### src/rtl/fcs_pkg.sv
package fcs_pkg;
    localparam int BYTE_W = 8;
    localparam int FCS_MAX_W = 32;
    localparam int IDX_W = $clog2(FCS_MAX_W);
    localparam logic [FCS_MAX_W-1:0] POLY32_REFL = 32'hEDB8_8320;
    localparam logic [FCS_MAX_W-1:0] POLY16_REFL = 32'h0000_8408;

    typedef enum logic {ST_PASS, ST_FCS} phase_e;

    typedef struct packed {
        phase_e                 phase;
        logic [FCS_MAX_W-1:0]   crc;
        logic                   app;
        logic                   is32;
        logic [FCS_MAX_W-1:0]   fcs_sh;
        logic [2:0]             left;
        logic                   ovalid;
        logic [BYTE_W-1:0]      odata;
        logic                   osop;
        logic                   oeop;
    } path_regs_t;
endpackage

### src/rtl/fcs_crc_step.sv
module fcs_crc_step
    import fcs_pkg::*;
(
    input  logic [FCS_MAX_W-1:0] crc_in,
    input  logic [BYTE_W-1:0]    data,
    input  logic                 is32,
    output logic [FCS_MAX_W-1:0] crc_out
);
    always_comb begin
        logic [FCS_MAX_W-1:0] c;
        logic fb;
        c = crc_in;
        for (int b = 0; b < BYTE_W; b++) begin
            fb = c[0] ^ data[b];
            c  = c >> 1;
            if (fb) c = c ^ (is32 ? POLY32_REFL : POLY16_REFL);
        end
        crc_out = c;
    end
endmodule

### src/rtl/fcs_err_sched.sv
module fcs_err_sched
    import fcs_pkg::*;
#(
    parameter int CNT_W = 8
) (
    input  logic             clk,
    input  logic             rst_n,
    input  logic             sched_mode,
    input  logic             arm,
    input  logic             strobe,
    input  logic [CNT_W-1:0] err_count,
    input  logic [CNT_W-1:0] err_gap,
    input  logic             pkt_go,
    input  logic             pkt_is32,
    output logic             err_now,
    output logic [IDX_W-1:0] bit_idx
);
    typedef struct packed {
        logic [CNT_W-1:0] remain;
        logic [CNT_W-1:0] gap;
        logic             pend;
        logic [IDX_W-1:0] idx;
    } sched_regs_t;

    sched_regs_t s_q, s_d;

    logic sched_hit;
    assign sched_hit = !arm && (s_q.remain != '0) && (s_q.gap == '0);
    assign err_now   = sched_mode ? sched_hit : s_q.pend;
    assign bit_idx   = s_q.idx;

    always_comb begin
        s_d = s_q;
        if (sched_mode && arm) begin
            s_d.remain = err_count;
            s_d.gap    = '0;
        end else if (sched_mode && pkt_go && s_q.remain != '0) begin
            if (s_q.gap == '0) begin
                s_d.remain = s_q.remain - 1'b1;
                s_d.gap    = err_gap;
            end else begin
                s_d.gap = s_q.gap - 1'b1;
            end
        end
        if (!sched_mode) begin
            s_d.pend = (s_q.pend && !pkt_go) || strobe;
        end
        if (pkt_go && err_now) begin
            if (pkt_is32) s_d.idx = s_q.idx + 1'b1;
            else          s_d.idx = {1'b0, s_q.idx[IDX_W-2:0] + 1'b1};
        end
    end

    always_ff @(posedge clk) begin
        if (!rst_n) s_q <= '0;
        else        s_q <= s_d;
    end

    p_budget_no_rise_r7: assert property (@(posedge clk) disable iff (!rst_n)
        !arm |=> s_q.remain <= $past(s_q.remain));
    p_idx_hold_r6: assert property (@(posedge clk) disable iff (!rst_n)
        !(pkt_go && err_now) |=> $stable(s_q.idx));
    p_strobe_ignored_r8: assert property (@(posedge clk) disable iff (!rst_n)
        (sched_mode && !s_q.pend) |=> !s_q.pend);
endmodule

### src/rtl/fcs_appender.sv
module fcs_appender
    import fcs_pkg::*;
#(
    parameter int CNT_W = 8
) (
    input  logic             clk,
    input  logic             rst_n,
    input  logic             cfg_proc_en,
    input  logic             cfg_append_en,
    input  logic             cfg_crc32,
    input  logic             cfg_sched_mode,
    input  logic [CNT_W-1:0] cfg_err_count,
    input  logic [CNT_W-1:0] cfg_err_gap,
    input  logic             sched_arm,
    input  logic             err_strobe,
    input  logic             in_valid,
    output logic             in_ready,
    input  logic [7:0]       in_data,
    input  logic             in_sop,
    input  logic             in_eop,
    output logic             out_valid,
    input  logic             out_ready,
    output logic [7:0]       out_data,
    output logic             out_sop,
    output logic             out_eop
);
    localparam logic [2:0] BYTES32 = 3'(FCS_MAX_W / BYTE_W);
    localparam logic [2:0] BYTES16 = 3'(16 / BYTE_W);

    path_regs_t r_q, r_d;

    logic                 slot_free, acc, pkt_go;
    logic                 cur_app, cur32, sched_err;
    logic [IDX_W-1:0]     sched_idx;
    logic [FCS_MAX_W-1:0] crc_base, crc_nx, fcs_val;
    logic [IDX_W-1:0]     flip_pos;

    assign slot_free = !r_q.ovalid || out_ready;
    assign in_ready  = (r_q.phase == ST_PASS) && slot_free;
    assign acc       = in_valid && in_ready;
    assign cur_app   = in_sop ? (cfg_proc_en && cfg_append_en) : r_q.app;
    assign cur32     = in_sop ? cfg_crc32 : r_q.is32;
    assign crc_base  = in_sop ? (cfg_crc32 ? 32'hFFFF_FFFF : 32'h0000_FFFF) : r_q.crc;
    assign pkt_go    = acc && in_sop && cfg_proc_en && cfg_append_en;

    fcs_crc_step u_step (
        .crc_in (crc_base),
        .data   (in_data),
        .is32   (cur32),
        .crc_out(crc_nx)
    );

    fcs_err_sched #(.CNT_W(CNT_W)) u_sched (
        .clk       (clk),
        .rst_n     (rst_n),
        .sched_mode(cfg_sched_mode),
        .arm       (sched_arm),
        .strobe    (err_strobe),
        .err_count (cfg_err_count),
        .err_gap   (cfg_err_gap),
        .pkt_go    (pkt_go),
        .pkt_is32  (cfg_crc32),
        .err_now   (sched_err),
        .bit_idx   (sched_idx)
    );

    // The fault decision and position are taken on the start beat and held for the packet.
    logic                 err_held_q, err_held_d;
    logic [IDX_W-1:0]     pos_held_q, pos_held_d;
    logic                 cur_err;
    logic [IDX_W-1:0]     cur_pos;

    assign cur_err  = in_sop ? (pkt_go && sched_err) : err_held_q;
    assign cur_pos  = in_sop ? sched_idx : pos_held_q;
    assign flip_pos = cur32 ? cur_pos : {1'b0, cur_pos[IDX_W-2:0]};

    always_comb begin
        logic [FCS_MAX_W-1:0] mask;
        mask    = cur32 ? 32'hFFFF_FFFF : 32'h0000_FFFF;
        fcs_val = ~crc_nx & mask;
        if (cur_err) fcs_val = fcs_val ^ (32'd1 << flip_pos);
    end

    always_comb begin
        r_d        = r_q;
        err_held_d = err_held_q;
        pos_held_d = pos_held_q;
        if (out_ready) r_d.ovalid = 1'b0;
        unique case (r_q.phase)
            ST_PASS: begin
                if (acc) begin
                    r_d.crc    = crc_nx;
                    r_d.app    = cur_app;
                    r_d.is32   = cur32;
                    r_d.ovalid = 1'b1;
                    r_d.odata  = in_data;
                    r_d.osop   = in_sop;
                    r_d.oeop   = in_eop && !cur_app;
                    err_held_d = cur_err;
                    pos_held_d = cur_pos;
                    if (in_eop && cur_app) begin
                        r_d.fcs_sh = fcs_val;
                        r_d.left   = cur32 ? BYTES32 : BYTES16;
                        r_d.phase  = ST_FCS;
                    end
                end
            end
            ST_FCS: begin
                if (slot_free) begin
                    r_d.ovalid = 1'b1;
                    r_d.odata  = r_q.fcs_sh[BYTE_W-1:0];
                    r_d.osop   = 1'b0;
                    r_d.oeop   = (r_q.left == 3'd1);
                    r_d.fcs_sh = r_q.fcs_sh >> BYTE_W;
                    r_d.left   = r_q.left - 3'd1;
                    if (r_q.left == 3'd1) r_d.phase = ST_PASS;
                end
            end
            default: r_d.phase = ST_PASS;
        endcase
    end

    always_ff @(posedge clk) begin
        if (!rst_n) begin
            r_q        <= '0;
            err_held_q <= 1'b0;
            pos_held_q <= '0;
        end else begin
            r_q        <= r_d;
            err_held_q <= err_held_d;
            pos_held_q <= pos_held_d;
        end
    end

    assign out_valid = r_q.ovalid;
    assign out_data  = r_q.odata;
    assign out_sop   = r_q.osop;
    assign out_eop   = r_q.oeop;

    p_stall_in_fcs_r9: assert property (@(posedge clk) disable iff (!rst_n)
        (r_q.phase == ST_FCS) |-> !in_ready);
    p_hold_output_r9: assert property (@(posedge clk) disable iff (!rst_n)
        (out_valid && !out_ready) |=> (out_valid && $stable(out_data) && $stable(out_eop) && $stable(out_sop)));
    p_copy_byte_r4: assert property (@(posedge clk) disable iff (!rst_n)
        (in_valid && in_ready) |=> (out_valid && out_data == $past(in_data)));
    p_check_follows_r1: assert property (@(posedge clk) disable iff (!rst_n)
        (in_valid && in_ready && in_eop && cur_app) |=> (!in_ready && !out_eop));
    p_no_check_off_r4: assert property (@(posedge clk) disable iff (!rst_n)
        (in_valid && in_ready && in_sop && !cfg_proc_en) |=> (r_q.phase == ST_PASS));
endmodule

### config.mk
export PLATFORM = sky130hd
export DESIGN_NAME = fcs_appender
export DESIGN_NICKNAME = d
export VERILOG_FILES = /design/src/rtl/fcs_pkg.sv /design/src/rtl/fcs_crc_step.sv /design/src/rtl/fcs_err_sched.sv /design/src/rtl/fcs_appender.sv
export SDC_FILE = /design/constraint.sdc
export NUM_CORES = 1
export LEC_CHECK = 0
export BUFFER_PORTS_ARGS = -buffer_cell sky130_fd_sc_hd__buf_2
export CAP_MARGIN = 20
export CORE_UTILIZATION = 55
export DETAILED_ROUTE_END_ITERATION = 12
export PLACE_DENSITY = 0.73
export SLEW_MARGIN = 25
export SYNTH_ARGS = -nofsm -noshare
export SYNTH_HDL_FRONTEND = slang
export SYNTH_SLANG_ARGS = --single-unit
export TNS_END_PERCENT = 5
### constraint.sdc
create_clock -name clk -period 3.4 [get_ports clk]
set_input_delay 0.68 -clock clk [delete_from_list [all_inputs] [get_ports clk]]
set_output_delay 0.68 -clock clk [all_outputs]
set_load 0.01 [all_outputs]
==> impl_metrics.ini <==
[yosys]
synthMuxAreaShare_pct = 2.96
syn-num-nets = 971
synth-seq-cells = 109
synthDistinctLibCells = 75
synth_top_flop_cell = dfxtp_1
synthSimpleGateAreaFrac_pct = 21.0
syn-cell-area_um2 = 7350
synthAdderAreaFrac_pct = 1.19
synth_compound_area_share_pct = 21.9
synth-edff-count = 0
postSynthCellCount = 928
yosysWarnings = 0
synthXorXnorAreaFrac_pct = 17.7
synth_area_per_cell_um2 = 7.92
yosysTopAreaCell = dfxtp_1
synth_top_area_share_pct = 29.7
synthArstFlopShare_pct = 0
synth_top_family_by_area = compound AO/OA/AOI/OAI gates
synthTopCellsByArea = dfxtp_1 (30%), xnor2_1 (8.0%), nor2_1 (6.1%), a21oi_1 (5.5%), nand2_1 (4.9%)
ys_seq_area_share_pct = 29.7

[die]
fp.dieArea_um2 = 13800
die_y_um = 118
initial_core_util_pct = 57.3
ios = 48
num_rows = 41
core_area_um2 = 12800
die_w_um = 118

[clocking]
clock-sinks = 109
cts_buffer_depth = 2
cts.clk_slew.worst_paths_ps = 70
cts_tree = built
cts.htree.levels = 3
insertion_delay_ps = 360
cts_setup_buffers = 0
root_buffer = clkbuf_16
cts-resized-gates = 0
cts_made_buffers = 9
cts_hold_buf = 0

[worst_setup_path]
cp-startpoint = in_sop
critPathMaxFanout = 30
reg2reg_from = u_sched.s_q[9]$_SDFFE_PP0P_
worstPathRequired_ps = 3680
cp-end-kind = flip-flop
endpoint = r_q[45]$_SDFFE_PN0P_
path_class = in2reg
r2r-end = r_q[45]$_SDFFE_PN0P_
r2r_cells = 8
ff2ff_setup_slack_ps = 570
worst_ep_arrival_time_ps = 3130
startpoint_type = input pin

[route]
wl_mm = 21.9
avgViaCountPerCell = 6.18
via_count = 7015
first_pass_iters = 6
drtIter0Drc = 773
antenna_left = 0
drc_errors = 0
wire_per_inst_um = 19.3

[pwr]
irDropWorstVdd_v = 0.000404
leakagePower_nw = 3.02
cellPowerDensity_nw_per_um2 = 505

[sta]
final-max-slew-violation-count = 0
fin_setup_tns_ps = 0
min_period_ps = 2860
hold_viol = 0
slew_headroom_pct = 52.4
fmax_mhz = 350
clock-skew-final_ps = 12.2
period_share_pct = 84.0
worstMarginPinSlew_ps = 711
finalSetupViolCount = 0
grt_setup_unrepaired = false

[grt]
grt_pass1_vias = 6366
antenna_found_initial = 0
gr-usage-all-layers_pct = 32.0
grt.overflow.total = 0
grt_start_max_net_pins = 45
grt_pass1_wl_mm = 34.6

[status]
status = completed

[finish]
drive_gt1_share_pct = 14.2
area_delta_synth_final_pct = 10.2
fin_nets = 1002
final_cell_mix = nor2_1 (120), dfxtp_1 (109), nand2_1 (96), a21oi_1 (80), xnor2_1 (67)
fillCellCount = 1154
multi_input_area_um2 = 4750
final-seq-area_um2 = 2180
finalInstanceArea_um2 = 8090
n_antenna_cell = 0
final_common_cell = nor2_1

[placed_design]
dp_hpwl_mm = 16.1
portBuffers = 47
place.gp.congestion = 0.947
placed_area_um2 = 7790

[min_path]
worstHoldPathType = reg2reg

[flow_run]
maxCapViolations = 0
-- registers in the layout, summed over array words and instances, names as in the netlist --
name and count:
r_q 70, out_valid 1, u_sched.bit_idx 5, u_sched.s_q 17
out_sop 1, out_data 8, out_eop 1, err_held_q 1
pos_held_q 5
-- per-layer routing --
layer  up-vias  share of wire, %  wire length (um)  track usage [%]
met3        62               8.3              1810             8.04
li1       3319                 -                 -                -
met1      3306                43              9300             40.6
met5         -                 0                 0                0
met4         0               4.7              1030             16.5
met2       328                44              9730             50.2
-- layout make-up --
type	count	share of cell area (%)
multi-input cells	729	58.7
inverters	17	0.788
well taps	172	2.66
repair buffers	93	7.17
clock inverters	4	0.696
flip-flops and latches	109	27.0
clock buffers	12	3.05
-- metrics by stage --
stage / std cells / total power [mW] / setup slack (ps) / hold slack (ps) / util, %
6_report: 1136 / 4.09 / 544 / 458 / 63.1
5_1_grt: 1136 / 4.26 / 347 / 482 / 63.1
4_1_cts: 1136 / 4.07 / 601 / 460 / 63.1
3_5_place_dp: 1120 / 2.97 / 235 / 447 / 60.8
3_3_place_gp: 1120 / 2.97 / 246 / 441 / 60.8
2_1_floorplan: 928 / 2.56 / 622 / 425 / -
-- cell families after synthesis --
group | after synthesis
flip-flops | 109
buffers and inverters | 90
XOR/XNOR | 122
AND/OR/NAND/NOR | 334
multiplexers | 21
adder cells (fa/ha/maj) | 7
AO/OA/AOI/OAI | 245
-- power by group --
part / leakage (nW) / internal [mW] / switching [mW]
clock network: 0.147 / 0.598 / 0.497
registers: 0.887 / 1.35 / 0.0698
logic: 1.99 / 0.663 / 0.909
total: 3.02 / 2.61 / 1.48
-- synthesized netlist by cell type (5+ instances only) --
| cell type | instances |
|---|---|
| ha_1 | 7 |
| a211oi_1 | 13 |
| buf_4 | 15 |
| buf_1 | 7 |
| nand2b_1 | 10 |
| o22ai_1 | 14 |
| a21oi_1 | 80 |
| nor3b_1 | 8 |
| dfxtp_1 | 109 |
| xnor2_1 | 67 |
| o21ai_1 | 12 |
| nand3_1 | 26 |
| mux2i_1 | 18 |
| nor4_1 | 5 |
| inv_1 | 16 |
| nor2_1 | 120 |
| o21ai_0 | 33 |
| or3_1 | 5 |
| buf_2 | 10 |
| and2_1 | 8 |
| a31oi_1 | 8 |
| a22oi_1 | 32 |
| xnor3_1 | 12 |
| nor3_1 | 23 |
| xor2_1 | 37 |
| nand4_1 | 5 |
| clkbuf_1 | 40 |
| nand2_1 | 96 |
| o211ai_1 | 11 |
-- critical path, cell delays in order --
cell and delay (ps):
buf_2 270, buf_4 360, and2_1 210, nor2_2 50
nor2_2 300, a21boi_2 410, nand2_1 140, nor2_1 140
mux2_2 340, a211oi_1 210
-- worst min path at each step --
stage / startpoint / endpoint / depth (start not counted)
2_1_floorplan: r_q[41]$_SDFFE_PN0P_ / r_q[41]$_SDFFE_PN0P_ / 2
3_3_place_gp: r_q[38]$_SDFFE_PN0P_ / r_q[38]$_SDFFE_PN0P_ / 2
3_5_place_dp: r_q[43]$_SDFFE_PN0P_ / r_q[43]$_SDFFE_PN0P_ / 2
4_1_cts: r_q[61]$_SDFFE_PN0P_ / r_q[61]$_SDFFE_PN0P_ / 2
5_1_grt: r_q[62]$_SDFFE_PN0P_ / r_q[62]$_SDFFE_PN0P_ / 2
6_report: out_data[0]$_SDFFE_PN0P_ / out_data[0]$_SDFFE_PN0P_ / 2
No activity file was read; power rests on OpenSTA's default activity.
